**config.mk**
```make
export PLATFORM = sky130hd
export DESIGN_NAME = spi_frame_buf
export DESIGN_NICKNAME = d
export VERILOG_FILES = /design/src/rtl/spi_fb_pkg.sv /design/src/rtl/spi_fb_stage.sv /design/src/rtl/spi_fb_txq.sv /design/src/rtl/spi_fb_rx.sv /design/src/rtl/spi_frame_buf.sv
export SDC_FILE = /design/constraint.sdc
export NUM_CORES = 1
export LEC_CHECK = 0
export BUFFER_PORTS_ARGS = -buffer_cell sky130_fd_sc_hd__buf_2
export CORE_MARGIN = 2
export CORE_UTILIZATION = 57
export CTS_CLUSTER_DIAMETER = 100
export CTS_CLUSTER_SIZE = 25
export DETAILED_ROUTE_END_ITERATION = 7
export PLACE_DENSITY = 0.79
export SETUP_SLACK_MARGIN = 0.2
export SLEW_MARGIN = 30
export SYNTH_ARGS = -nofsm -noshare
export SYNTH_HDL_FRONTEND = slang
export SYNTH_HIERARCHICAL = 1
export SYNTH_SLANG_ARGS = --single-unit
```
**constraint.sdc**
```tcl
create_clock -name clk_i -period 2.49 [get_ports clk_i]
set_input_delay 0.249 -clock clk_i [delete_from_list [all_inputs] [get_ports clk_i]]
set_output_delay 0.249 -clock clk_i [all_outputs]
set_load 0.02 [all_outputs]
```
**src/rtl/spi_fb_pkg.sv**
```systemverilog
package spi_fb_pkg;
  localparam int unsigned FLAG_OVR  = 0;
  localparam int unsigned FLAG_UDR  = 1;
  localparam int unsigned FLAG_PERR = 2;
  localparam int unsigned FLAG_MODF = 3;
  localparam int unsigned FLAG_N    = 4;
endpackage

```
**src/rtl/spi_fb_stage.sv**
```systemverilog
module spi_fb_stage #(
  parameter int unsigned DATA_W = 16,
  parameter int unsigned FRAMES = 4,
  localparam int unsigned LVL_W = $clog2(FRAMES),
  localparam int unsigned CNT_W = $clog2(FRAMES + 1)
) (
  input  logic                           clk_i,
  input  logic                           rst_ni,
  input  logic                           wr_i,
  input  logic [DATA_W-1:0]              wdata_i,
  input  logic [LVL_W-1:0]               lvl_i,
  input  logic                           tx_empty_i,
  output logic                           xfer_o,
  output logic [CNT_W-1:0]               cnt_o,
  output logic [FRAMES-1:0][DATA_W-1:0]  words_o
);
  logic [CNT_W-1:0] thr;

  assign thr    = CNT_W'(lvl_i) + CNT_W'(1);
  assign xfer_o = tx_empty_i && (cnt_o >= thr);

  always_ff @(posedge clk_i or negedge rst_ni) begin
    if (!rst_ni) begin
      cnt_o   <= '0;
      words_o <= '0;
    end else if (xfer_o) begin
      // a write in the transfer cycle opens the next group
      cnt_o <= wr_i ? CNT_W'(1) : '0;
      if (wr_i) words_o[0] <= wdata_i;
    end else if (wr_i && cnt_o < CNT_W'(FRAMES)) begin
      words_o[cnt_o[LVL_W-1:0]] <= wdata_i;
      cnt_o <= cnt_o + CNT_W'(1);
    end
  end

  AST_STAGE_BOUND: assert property (@(posedge clk_i) disable iff (!rst_ni)
    cnt_o <= CNT_W'(FRAMES));
endmodule

```
**src/rtl/spi_fb_txq.sv**
```systemverilog
module spi_fb_txq #(
  parameter int unsigned DATA_W = 16,
  parameter int unsigned FRAMES = 4,
  localparam int unsigned LVL_W = $clog2(FRAMES),
  localparam int unsigned CNT_W = $clog2(FRAMES + 1)
) (
  input  logic                           clk_i,
  input  logic                           rst_ni,
  input  logic                           load_i,
  input  logic [CNT_W-1:0]               load_cnt_i,
  input  logic [FRAMES-1:0][DATA_W-1:0]  load_words_i,
  input  logic                           pop_i,
  output logic [DATA_W-1:0]              head_o,
  output logic                           empty_o,
  output logic                           underrun_o
);
  logic [FRAMES-1:0][DATA_W-1:0] mem;
  logic [CNT_W-1:0]              cnt;
  logic [LVL_W-1:0]              rp;

  assign empty_o    = (cnt == '0);
  assign head_o     = mem[rp];
  assign underrun_o = pop_i && empty_o;

  always_ff @(posedge clk_i or negedge rst_ni) begin
    if (!rst_ni) begin
      mem <= '0;
      cnt <= '0;
      rp  <= '0;
    end else if (load_i) begin
      mem <= load_words_i;
      cnt <= load_cnt_i;
      rp  <= '0;
    end else if (pop_i && !empty_o) begin
      cnt <= cnt - CNT_W'(1);
      rp  <= rp + LVL_W'(1);
    end
  end

  AST_LOAD_WHEN_EMPTY: assert property (@(posedge clk_i) disable iff (!rst_ni)
    load_i |-> empty_o);
  AST_TXQ_BOUND: assert property (@(posedge clk_i) disable iff (!rst_ni)
    cnt <= CNT_W'(FRAMES));
  AST_POP_ADVANCES: assert property (@(posedge clk_i) disable iff (!rst_ni)
    (pop_i && !empty_o && !load_i) |=> (rp == $past(rp) + LVL_W'(1)));
endmodule

```
**src/rtl/spi_fb_rx.sv**
```systemverilog
module spi_fb_rx #(
  parameter int unsigned DATA_W = 16
) (
  input  logic              clk_i,
  input  logic              rst_ni,
  input  logic              push_i,
  input  logic [DATA_W-1:0] pdata_i,
  input  logic              rd_i,
  output logic [DATA_W-1:0] data_o,
  output logic              full_o,
  output logic              overrun_o
);
  logic accept;

  assign accept    = push_i && (!full_o || rd_i);
  assign overrun_o = push_i && full_o && !rd_i;

  always_ff @(posedge clk_i or negedge rst_ni) begin
    if (!rst_ni) begin
      data_o <= '0;
      full_o <= 1'b0;
    end else if (accept) begin
      data_o <= pdata_i;
      full_o <= 1'b1;
    end else if (rd_i) begin
      full_o <= 1'b0;
    end
  end

  AST_RX_FULL_AFTER_PUSH: assert property (@(posedge clk_i) disable iff (!rst_ni)
    (push_i && !full_o) |=> full_o);
  AST_RX_DISCARD: assert property (@(posedge clk_i) disable iff (!rst_ni)
    (push_i && full_o && !rd_i) |=> $stable(data_o));
endmodule

```
**src/rtl/spi_frame_buf.sv**
```systemverilog
module spi_frame_buf
  import spi_fb_pkg::*;
#(
  parameter int unsigned DATA_W = 16,
  parameter int unsigned FRAMES = 4,
  localparam int unsigned LVL_W = $clog2(FRAMES),
  localparam int unsigned CNT_W = $clog2(FRAMES + 1)
) (
  input  logic              clk_i,
  input  logic              rst_ni,
  input  logic              dr_wr_i,
  input  logic [DATA_W-1:0] dr_wdata_i,
  input  logic              dr_rd_i,
  output logic [DATA_W-1:0] dr_rdata_o,
  input  logic              rd_sel_tx_i,
  input  logic [LVL_W-1:0]  frame_lvl_i,
  input  logic              eng_req_i,
  output logic [DATA_W-1:0] eng_tx_data_o,
  input  logic              eng_rx_valid_i,
  input  logic [DATA_W-1:0] eng_rx_data_i,
  input  logic              eng_busy_i,
  input  logic              parity_err_i,
  input  logic              mode_fault_i,
  input  logic              clr_i,
  input  logic [3:0]        clr_mask_i,
  input  logic              ie_tx_i,
  input  logic              ie_rx_i,
  input  logic              ie_idle_i,
  input  logic              ie_err_i,
  output logic              tx_empty_o,
  output logic              rx_full_o,
  output logic              ovr_o,
  output logic              udr_o,
  output logic              perr_o,
  output logic              modf_o,
  output logic              idle_o,
  output logic              irq_tx_o,
  output logic              irq_rx_o,
  output logic              irq_idle_o,
  output logic              irq_err_o
);
  logic                          xfer;
  logic [CNT_W-1:0]              stage_cnt;
  logic [FRAMES-1:0][DATA_W-1:0] stage_words;
  logic                          udr_evt;
  logic                          ovr_evt;
  logic [DATA_W-1:0]             rx_data;
  logic                          rx_rd;
  logic [FLAG_N-1:0]             flags;
  logic [FLAG_N-1:0]             set_vec;

  assign rx_rd = dr_rd_i && !rd_sel_tx_i;

  spi_fb_stage #(.DATA_W(DATA_W), .FRAMES(FRAMES)) u_stage (
    .clk_i, .rst_ni,
    .wr_i(dr_wr_i), .wdata_i(dr_wdata_i), .lvl_i(frame_lvl_i),
    .tx_empty_i(tx_empty_o), .xfer_o(xfer), .cnt_o(stage_cnt),
    .words_o(stage_words)
  );

  spi_fb_txq #(.DATA_W(DATA_W), .FRAMES(FRAMES)) u_txq (
    .clk_i, .rst_ni,
    .load_i(xfer), .load_cnt_i(stage_cnt), .load_words_i(stage_words),
    .pop_i(eng_req_i), .head_o(eng_tx_data_o), .empty_o(tx_empty_o),
    .underrun_o(udr_evt)
  );

  spi_fb_rx #(.DATA_W(DATA_W)) u_rx (
    .clk_i, .rst_ni,
    .push_i(eng_rx_valid_i), .pdata_i(eng_rx_data_i), .rd_i(rx_rd),
    .data_o(rx_data), .full_o(rx_full_o), .overrun_o(ovr_evt)
  );

  always_comb begin
    set_vec            = '0;
    set_vec[FLAG_OVR]  = ovr_evt;
    set_vec[FLAG_UDR]  = udr_evt;
    set_vec[FLAG_PERR] = parity_err_i;
    set_vec[FLAG_MODF] = mode_fault_i;
  end

  // sticky flags: a new event wins over a clear in the same cycle
  for (genvar g = 0; g < FLAG_N; g++) begin : g_flag
    always_ff @(posedge clk_i or negedge rst_ni) begin
      if (!rst_ni)                        flags[g] <= 1'b0;
      else if (set_vec[g])                flags[g] <= 1'b1;
      else if (clr_i && clr_mask_i[g])    flags[g] <= 1'b0;
    end
  end

  assign ovr_o  = flags[FLAG_OVR];
  assign udr_o  = flags[FLAG_UDR];
  assign perr_o = flags[FLAG_PERR];
  assign modf_o = flags[FLAG_MODF];

  assign idle_o     = !eng_busy_i && tx_empty_o && (stage_cnt == '0);
  assign dr_rdata_o = rd_sel_tx_i ? eng_tx_data_o : rx_data;

  assign irq_tx_o   = ie_tx_i && tx_empty_o;
  assign irq_rx_o   = ie_rx_i && rx_full_o;
  assign irq_idle_o = ie_idle_i && idle_o;
  assign irq_err_o  = ie_err_i && (ovr_o || udr_o || perr_o);

  AST_UDR_ON_EMPTY_REQ: assert property (@(posedge clk_i) disable iff (!rst_ni)
    (eng_req_i && tx_empty_o) |=> udr_o);
  AST_OVR_STICKY: assert property (@(posedge clk_i) disable iff (!rst_ni)
    (ovr_o && !(clr_i && clr_mask_i[FLAG_OVR])) |=> ovr_o);
  AST_MODF_NO_ERR_IRQ: assert property (@(posedge clk_i) disable iff (!rst_ni)
    (!ovr_o && !udr_o && !perr_o) |-> !irq_err_o);
  AST_IDLE_NEEDS_EMPTY: assert property (@(posedge clk_i) disable iff (!rst_ni)
    idle_o |-> (tx_empty_o && !eng_busy_i));
endmodule

```
After elaboration in Yosys (flattened, before gate mapping)
Index checks and enable logic that the tools add are counted.

word-level totals
  register bits = 157
  bits of input ports = 53
  output and inout port bits = 43
  word-level logic and storage cells = 92

cells by class
  add/subtract/negate cells = 4
  $lt $le $gt $ge = 5
  equal/unequal tests = 1
  mux-type cells = 26
  bitwise logic cells = 1
  reductions and logical operators = 38

operator list
  kind                                                                                  count
  16-bit two-way mux                                                                    6
  64-bit bitwise mux                                                                    1
  16-bit binary-select mux with 2-bit select                                            1
  16-bit demux with 2-bit select                                                        1
  1-bit logical AND                                                                     19
  2-bit nonzero test                                                                    7
  3-bit two-way mux                                                                     4
  1-bit two-way mux                                                                     11
  3-bit logical NOT                                                                     2
  2-bit by 3-bit less-than comparator with 1-bit output (second input constant)         2
  1-bit logical NOT                                                                     5
  2-bit two-way mux                                                                     2
  2-bit AND reduction                                                                   2
  2-bit by 1-bit adder with 3-bit output (second input constant)                        1
  3-bit by 1-bit adder with 3-bit output (second input constant)                        1
  3-bit greater-or-equal comparator                                                     1
  1-bit logical OR                                                                      3
  3-bit less-than comparator (second input constant)                                    1
  3-bit by 1-bit subtractor with 3-bit output (second input constant)                   1
  2-bit by 1-bit adder with 2-bit output (second input constant)                        1
  2-bit by 1-bit greater-or-equal comparator with 1-bit output (second input constant)  1
  2-bit inequality test (second input constant)                                         1
  1-bit inverter                                                                        1

Longest topological paths before layout
Gate-level depths: netlist of run 1.

  word-level depth = 7
  gate-level depth with buffers = 10

Cells and area by module
The synthesis of run 1 kept the hierarchy.

modules (own cells, without submodules)
  module         times used  cells an instance  area each (um^2)  seq. area each (um^2)
  spi_fb_txq     1           189                3091.7            1726.7
  spi_fb_stage   1           168                2717.6            1676.6
  spi_fb_rx      1           39                 699.4             425.4
  spi_frame_buf  1           38                 445.4             100.1

Least setup slack after synthesis of run 1
Ideal clock, no wire load.

  path type = flip-flop to flip-flop
  from = register u_txq.cnt[0]
  to = register u_stage/words_o[10] (netlist bit)
  arrival = 2.143 ns
  slack = 0.222 ns
  cell stages (with the launch flop) = 9
  buffers on the path = 1
  period minus slack after synthesis = 2.268 ns
  path through = dfrtp_1 > inv_1 > ha_1 > nand2b_2 > inv_1 > o21ai_2 > o31ai_2 > buf_4 > mux2_2

on the way
  word-level cells in the longest chain between the ends = 4
  elaborated cells on any way between the ends = 6
  classes of those cells = 1 x eq/ne; 1 x mux; 4 x reduce/logical

ends and longest elaborated chain
  element                                                                line                 text
  from (decl)                                                            spi_fb_txq.sv:18     logic [CNT_W-1:0] cnt;
  from (signal assigned)                                                 spi_fb_txq.sv:32     cnt <= load_cnt_i;
  from (signal assigned)                                                 spi_fb_txq.sv:35     cnt <= cnt - CNT_W'(1);
  3-bit logical NOT (*)                                                  spi_fb_txq.sv:21     assign empty_o = (cnt == '0);
  via tx_empty_o                                                         spi_frame_buf.sv:30  output logic tx_empty_o,
  1-bit logical AND (*)                                                  spi_fb_stage.sv:20   assign xfer_o = tx_empty_i && (cnt_o >= thr);
  2-bit inequality test (no line) or 2-bit nonzero test (tied branches)  -
  2-bit AND reduction (no line)                                          -
  to (signal, indexed assignment)                                        spi_fb_stage.sv:31   words_o[cnt_o[LVL_W-1:0]] <= wdata_i;
  to (decl)                                                              spi_fb_stage.sv:15   output logic [FRAMES-1:0][DATA_W-1:0] words_o

Mark *: on every way through the listed nets, which the timed path passes. The rest lies on a longest branch.
A chain may end at the register's enable or synchronous reset.

Worst setup path in the final report of run 1
  from = register u_txq.rp[0]
  to = output dr_rdata_o[1]

on the way
  word-level cells in the longest chain between the ends = 3

ends and longest elaborated chain
  element                                     line                 text
  from (decl)                                 spi_fb_txq.sv:19     logic [LVL_W-1:0] rp;
  from (signal assigned)                      spi_fb_txq.sv:36     rp <= rp + LVL_W'(1);
  16-bit binary-select mux with 2-bit select  spi_fb_txq.sv:22     assign head_o = mem[rp];
  16-bit two-way mux (implied by the code)    spi_fb_txq.sv:22
  16-bit two-way mux                          spi_frame_buf.sv:97  assign dr_rdata_o = rd_sel_tx_i ? eng_tx_data_o : rx_data;
  to (decl)                                   spi_frame_buf.sv:14  output logic [DATA_W-1:0] dr_rdata_o,

Every way passes these cells. The select of a mux whose other input is x is not followed.

==> flow_metrics.env, run 1 <==
export IMPL_multi_input_combinational_cell_area_mm2=0.00281
export IMPL_dr_first_iter_drc_count=269
export IMPL_yosys_register_bits=157
export IMPL_synth_avg_cell_area_um2=16.0
export IMPL_synth_seq_area_share_pct=56.5
export IMPL_setup_repair_after_global_routing_missed_its_margin="true"
export IMPL_async_reset_ff_share_pct=100
export IMPL_detailed_place_area_mm2=0.00760
export IMPL_power_switching_mw=3.64
export IMPL_final_fill_count=790
export IMPL_timing_critical_path_slowest_cell_delay_ps=600
export IMPL_headroom_to_the_max_slew_limit_pct=63.7
export IMPL_pwr_share_clk_pct=23.6
export IMPL_critPathTopFamily="multiplexers"
export IMPL_worstMarginPinSlew_ps=544
export IMPL_netSwitchingFraction_pct=31.7
export IMPL_fp_dieW_um=114
export IMPL_slew_viol_final=0
export IMPL_antenna_found_initial=0
export IMPL_critical_path_startpoint_type="register"
export IMPL_drc_errors=0
export IMPL_critical_path_buf_inv_count=2
export IMPL_hold_viol=0
export IMPL_post_synth_instance_area_mm2=0.00695
export IMPL_nets=610
export IMPL_gp_congestion=0.831
export IMPL_achievable_frequency_ghz=0.437
export IMPL_grt_first_pass_wirelength_mm=21.5
export IMPL_synth_edf_count=0
export IMPL_die_area_mm2=0.0131
export IMPL_io_buffer_count=95
export IMPL_worst_ir_drop_vdd_mv=0.694
export IMPL_first_global_vias=4281
export IMPL_start_util_pct=58.1
export IMPL_drt_pre_antenna_iters=4
export IMPL_crit_required_ps=2240
export IMPL_antenna_diode_count=0
export IMPL_leakage_nw=3.87
export IMPL_cts_root_buf="sky130_fd_sc_hd__clkbuf_16"
export IMPL_cts_htree_levels=4
export IMPL_finalCritPeriodShare_pct=91.8
export IMPL_layout_drive_gt1_share_pct=59.9
export IMPL_core_box_area_mm2=0.0120
export IMPL_vias=3924
export IMPL_wl_per_cell_um=18.7
export IMPL_postLayoutCellArea_mm2=0.00827
export IMPL_cts_made_buffers=17
export IMPL_clockBufferDepth=2
export IMPL_maxCapViolations=0
export IMPL_route_final_wire_length_mm=13.2
export IMPL_die_height_um=114
export IMPL_io_pins=96
export IMPL_insertion_delay_ps=410
export IMPL_clock_skew_ps=5.46
export IMPL_finalCriticalPeriod_ps=2290
export IMPL_clkSlewWorstSetupHoldPaths_ps=60
export IMPL_postSynthNetCount=497
export IMPL_setup_viol=0
export IMPL_critical_path_arrival_ps=2040
export IMPL_totalNegativeSetupSlack_ps=0
export IMPL_final_antenna_net_count=0
export IMPL_ys_warnings_count=6
export IMPL_outcome="finished clean"
export IMPL_grt_max_degree=60
export IMPL_cts_tree="yes"
export IMPL_number_of_sinks_driven_by_the_clock_tree=157
export IMPL_overall_fraction_of_global_route_tracks_in_use_pct=21.8
export IMPL_post_drt_via_cell_ratio=5.56
export IMPL_timing_worst_setup_path_type="register to primary output"
export IMPL_setup_worst_path_end_class="primary output"
export IMPL_place_detailed_hpwl_mm=8.58
export IMPL_synthesis_instances=434
export IMPL_core_rowCount=40
export IMPL_power_per_cell_area_mw_per_mm2=1390
export IMPL_yosys_cell_types_count=37
export IMPL_final_seq_area_mm2=0.00393
export IMPL_share_comb_of_total_power_pct=37.8
export IMPL_type_of_the_worst_min_delay_path="input port to register"
export IMPL_area_growth_pct=18.9
export IMPL_dominantRegCellSynth="sky130_fd_sc_hd__dfrtp_1"
export IMPL_power_internal_mw=7.86
export IMPL_cp_max_fo=9
export IMPL_cpMaxStageDelayCell="sky130_fd_sc_hd__mux4_1"
export IMPL_chain_of_cells_forming_the_critical_path="buf_8 -> mux4_1 -> mux2_2 -> buf_2"
export IMPL_power_share_sequential_pct=38.6
export IMPL_globalRoute_totalOverflow=0
==> Yosys cell counts, types with 3 or more instances <==
| library cell | n | share of area (%) |
|---|---|---|
| sky130_fd_sc_hd__buf_12 | 3 | 0.86 |
| sky130_fd_sc_hd__nand2b_1 | 3 | 0.27 |
| sky130_fd_sc_hd__mux2_4 | 19 | 4.1 |
| sky130_fd_sc_hd__dfrtp_1 | 157 | 56 |
| sky130_fd_sc_hd__ha_1 | 10 | 1.8 |
| sky130_fd_sc_hd__inv_1 | 11 | 0.59 |
| sky130_fd_sc_hd__buf_2 | 11 | 0.79 |
| sky130_fd_sc_hd__mux4_2 | 7 | 2.3 |
| sky130_fd_sc_hd__nor2_1 | 9 | 0.49 |
| sky130_fd_sc_hd__a21oi_1 | 5 | 0.36 |
| sky130_fd_sc_hd__mux4_1 | 9 | 3.4 |
| sky130_fd_sc_hd__buf_6 | 4 | 0.65 |
| sky130_fd_sc_hd__mux2_2 | 142 | 23 |
| sky130_fd_sc_hd__nand2_1 | 9 | 0.49 |
| sky130_fd_sc_hd__a21o_1 | 4 | 0.43 |
| sky130_fd_sc_hd__o21ai_0 | 3 | 0.22 |
| sky130_fd_sc_hd__o211ai_2 | 3 | 0.54 |
==> area by class of cell <==
class                   count  area share (%)
repair buffers            114            8.16
clock buffers              20            5.64
multi-input cells         246            33.9
inverters                  11           0.499
well taps                 147            2.22
clock inverters            11            2.00
flip-flops and latches    157            47.5
==> power groups by stage <==
stage	combinational [mW]	clock, mW	sequential (mW)
CTS	4.37	2.76	4.43
finish	4.35	2.71	4.44
floorplan	3.38	0	4.15
detailed placement	4.28	0	4.45
global route	4.65	2.88	4.59
global placement	4.14	0	4.34
==> metal layers <==
| layer | vias up | track usage (%) | routed length, µm |
|---|---|---|---|
| met5 | - | 0 | 0 |
| met4 | 0 | 6.02 | 133 |
| met3 | 12 | 5.29 | 563 |
| met2 | 85 | 36.9 | 6760 |
| met1 | 2032 | 28.2 | 5740 |
| li1 | 1795 | - | - |
==> stage by stage <==
stage	hold WS (ps)	worst slack, ps	power [mW]	util [%]	instances
after floorplan	-46.6	222	7.54	-	434
after global placement	256	88.9	8.48	63.5	672
after detailed placement	261	31.0	8.73	63.5	672
after CTS	4.55	155	11.6	69.1	706
after global routing	6.12	144	12.1	69.1	706
final	19.6	203	11.5	69.1	706
==> flip-flops by register name (all words and copies together) (netlist names) <==
name and cells:
ovr_o 1, u_stage/cnt_o 3, perr_o 1, u_rx/data_o 16, udr_o 1, u_stage/words_o 64, u_txq/mem 64, u_txq/rp 2
u_rx/full_o 1, modf_o 1, u_txq/cnt 3
==> worst reg2reg max path, stage by stage, from the launching register on <==
cell,delay [ps]
sky130_fd_sc_hd__dfrtp_2,450
sky130_fd_sc_hd__inv_2,110
sky130_fd_sc_hd__ha_1,230
sky130_fd_sc_hd__nand2b_4,150
sky130_fd_sc_hd__a211oi_4,330
sky130_fd_sc_hd__buf_6,180
sky130_fd_sc_hd__o211ai_2,90
sky130_fd_sc_hd__buf_4,230
sky130_fd_sc_hd__mux2_2,310
==> worst paths after layout <==
check,end,start,cells past startpoint,slack (ps)
min in group asynchronous,u_rx/data_o[8],rst_ni,2,380
max,dr_rdata_o[1],u_txq/rp[0],4,200
min reg2reg,modf_o,modf_o,1,470
max reg2reg,u_stage/words_o[39],u_stage/cnt_o[0],8,300
min,modf_o,mode_fault_i,2,20
max in group asynchronous,u_txq/rp[1],rst_ni,3,1370
==> placed cells by master, fill, tap and decap left out, drive strengths merged, types with 2 or more instances in the layout <==
cell,count
nand2b,6
a21o,4
clkinv,6
a21oi,5
nor2b,2
nor4,2
nand2,10
o211ai,3
buf,113
clkbuf,20
mux2,161
dfrtp,157
bufinv,4
and2,2
o31a,2
o21ai,4
nor2,9
ha,10
mux4,16
inv,11
==> kinds of logic (layout without fill, tap and decap cells) <==
kind of cell             count (synthesis)  after routing  share of synthesized area [%]
adder cells (fa/ha/maj)                 10             10                           1.80
AO/OA/AOI/OAI                           23             23                           2.77
flip-flops                             157            157                           56.5
buffers and inverters                   31            156                           3.20
multiplexers                           178            178                           32.9
AND/OR/NAND/NOR                         35             35                           2.82
==> timing repair <==
action / in CTS / in global routing
pin swaps: 2 / 1
buffers inserted: 2 / 0
endpoints found under the setup margin: 83 / 59
endpoints found under the hold margin: 56 / 0
hold buffers: 1 / 0
gates resized for setup: 6 / 10
No activity file was read; power rests on OpenSTA's default activity.
==> run 2, diff against run 1 <==
- SETUP_SLACK_MARGIN: 0.2 -> 0.3
==> flow_metrics.env, run 2 (same netlist as run 1, synthesis figures left out) <==
export IMPL_final_common_cell="sky130_fd_sc_hd__dfrtp_1"
export IMPL_critPathTopFamily="multiplexers"
export IMPL_place_detailed_hpwl_mm=8.88
export IMPL_chain_of_cells_forming_the_critical_path="buf_12 -> mux4_1 -> mux2_2 -> buf_2"
export IMPL_final_fill_count=778
export IMPL_gp_congestion=0.730
export IMPL_finalCritPeriodShare_pct=92.4
export IMPL_cts_made_buffers=17
export IMPL_nets=618
export IMPL_drt_pre_antenna_iters=7
export IMPL_netSwitchingFraction_pct=30.9
export IMPL_hold_viol=0
export IMPL_grt_max_degree=74
export IMPL_vias=4066
export IMPL_clkSlewWorstSetupHoldPaths_ps=60
export IMPL_commonest_cells_after_routing_fill_and_taps_aside="sky130_fd_sc_hd__dfrtp_1, sky130_fd_sc_hd__mux2_2, sky130_fd_sc_hd__buf_2"
export IMPL_setup_repair_after_global_routing_missed_its_margin="true"
export IMPL_first_global_vias=4266
export IMPL_core_rowCount=40
export IMPL_maxCapViolations=0
export IMPL_cts_tree="yes"
export IMPL_headroom_to_the_max_slew_limit_pct=59.8
export IMPL_setup_worst_path_end_class="primary output"
export IMPL_cts_htree_levels=4
export IMPL_worst_ir_drop_vdd_mv=0.725
export IMPL_timing_worst_setup_path_type="register to primary output"
export IMPL_dr_first_iter_drc_count=256
export IMPL_finalCriticalPeriod_ps=2300
export IMPL_crit_required_ps=2240
export IMPL_start_util_pct=58.1
export IMPL_power_per_cell_area_mw_per_mm2=1440
export IMPL_critical_path_arrival_ps=2050
export IMPL_antenna_found_initial=0
export IMPL_io_pins=96
export IMPL_die_area_mm2=0.0131
export IMPL_slew_viol_final=0
export IMPL_largestRegisters="u_stage/words_o (64), u_txq/mem (64), u_rx/data_o (16)"
export IMPL_io_buffer_count=95
export IMPL_totalNegativeSetupSlack_ps=0
export IMPL_cts_root_buf="sky130_fd_sc_hd__clkbuf_16"
export IMPL_clockBufferDepth=2
export IMPL_core_box_area_mm2=0.0120
export IMPL_finalHoldWorstSlack_ps=24.1
export IMPL_die_height_um=114
export IMPL_detailed_place_area_mm2=0.00763
export IMPL_leakage_nw=3.98
export IMPL_fp_dieW_um=114
export IMPL_share_comb_of_total_power_pct=39.0
export IMPL_critical_path_buf_inv_count=2
export IMPL_area_growth_pct=22.8
export IMPL_antenna_diode_count=0
export IMPL_pwr_share_clk_pct=25.1
export IMPL_setup_viol=0
export IMPL_globalRoute_totalOverflow=0
export IMPL_worstMarginPinSlew_ps=602
export IMPL_power_switching_mw=3.80
export IMPL_insertion_delay_ps=410
export IMPL_outcome="finished clean"
export IMPL_final_antenna_net_count=0
export IMPL_final_util_pct=71.4
export IMPL_postLayoutCellArea_mm2=0.00854
export IMPL_post_drt_via_cell_ratio=5.69
export IMPL_power_share_sequential_pct=35.9
export IMPL_clock_skew_ps=7.11
export IMPL_power_internal_mw=8.49
export IMPL_critical_path_startpoint_type="register"
export IMPL_number_of_sinks_driven_by_the_clock_tree=157
export IMPL_drc_errors=0
export IMPL_overall_fraction_of_global_route_tracks_in_use_pct=22.9
export IMPL_timing_critical_path_slowest_cell_delay_ps=610
export IMPL_route_final_wire_length_mm=14.2
export IMPL_achievable_frequency_ghz=0.435
export IMPL_cpMaxStageDelayCell="sky130_fd_sc_hd__mux4_1"
export IMPL_layout_drive_gt1_share_pct=60.8
export IMPL_type_of_the_worst_min_delay_path="input port to register"
export IMPL_grt_first_pass_wirelength_mm=22.4
export IMPL_cp_max_fo=9
export IMPL_wl_per_cell_um=19.9
## run 2: through the flow
step	instances	setup WS, ps	power, mW
after global routing	714	155	12.9
after detailed placement	673	12.1	8.80
after global placement	673	44.2	8.56
after floorplan	434	285	7.55
after CTS	711	187	12.2
final	714	189	12.3
## run 2: worst paths after layout
check                                   end              from  slack (ps)  cells past startpoint
max                           dr_rdata_o[4]       u_txq/rp[0]         190                      4
min                                  perr_o      parity_err_i          20                      2
max reg2reg                u_stage/cnt_o[0]  u_stage/cnt_o[1]         410                      6
min reg2reg                          modf_o            modf_o         490                      1
max in group asynchronous       u_txq/rp[0]            rst_ni        1290                      3
min in group asynchronous   u_rx/data_o[11]            rst_ni         360                      2
## run 2: timing repair
item | 4_1_cts | 5_1_grt
setup endpoints to repair | 106 | 130
hold endpoints to repair | 50 | 0
resized for setup | 20 | 11
pin swaps | 2 | 4
cloned | 1 | 0
hold buffers | 1 | 0
setup buffers | 5 | 3
## run 2: power by group through the flow
stage | clock, mW | sequential, mW | combinational (mW)
after CTS | 3.12 | 4.40 | 4.73
after detailed placement | 0 | 4.40 | 4.40
after global routing | 3.25 | 4.55 | 5.11
final | 3.08 | 4.41 | 4.79
after global placement | 0 | 4.30 | 4.25
after floorplan | 0 | 4.15 | 3.39
## run 2: layer usage
metal  up-vias  share of wire, %  track usage, %
met2       108                51            38.7
met4         0               1.7            6.34
met3        18               3.7            5.40
met5         -                 0               0
li1       1813                 -               -
met1      2127                43            29.8
## run 2: worst register-to-register path, cell delays in order, from the launching register on
cell and delay [ps]:
sky130_fd_sc_hd__dfrtp_1 480, sky130_fd_sc_hd__ha_1 370, sky130_fd_sc_hd__a211oi_4 350, sky130_fd_sc_hd__buf_4 190
sky130_fd_sc_hd__nor2_4 50, sky130_fd_sc_hd__buf_12 170, sky130_fd_sc_hd__a221o_1 360
## run 2: final cells by class
cell class,count,area [µm²],share of cell area (%)
sequential,157,3930,46.0
inverter,11,43.8,0.513
clock buffer,19,443,5.19
timing repair buffer,122,836,9.78
clock inverter,12,265,3.11
tap,147,184,2.15
multi-input combinational,246,2840,33.2
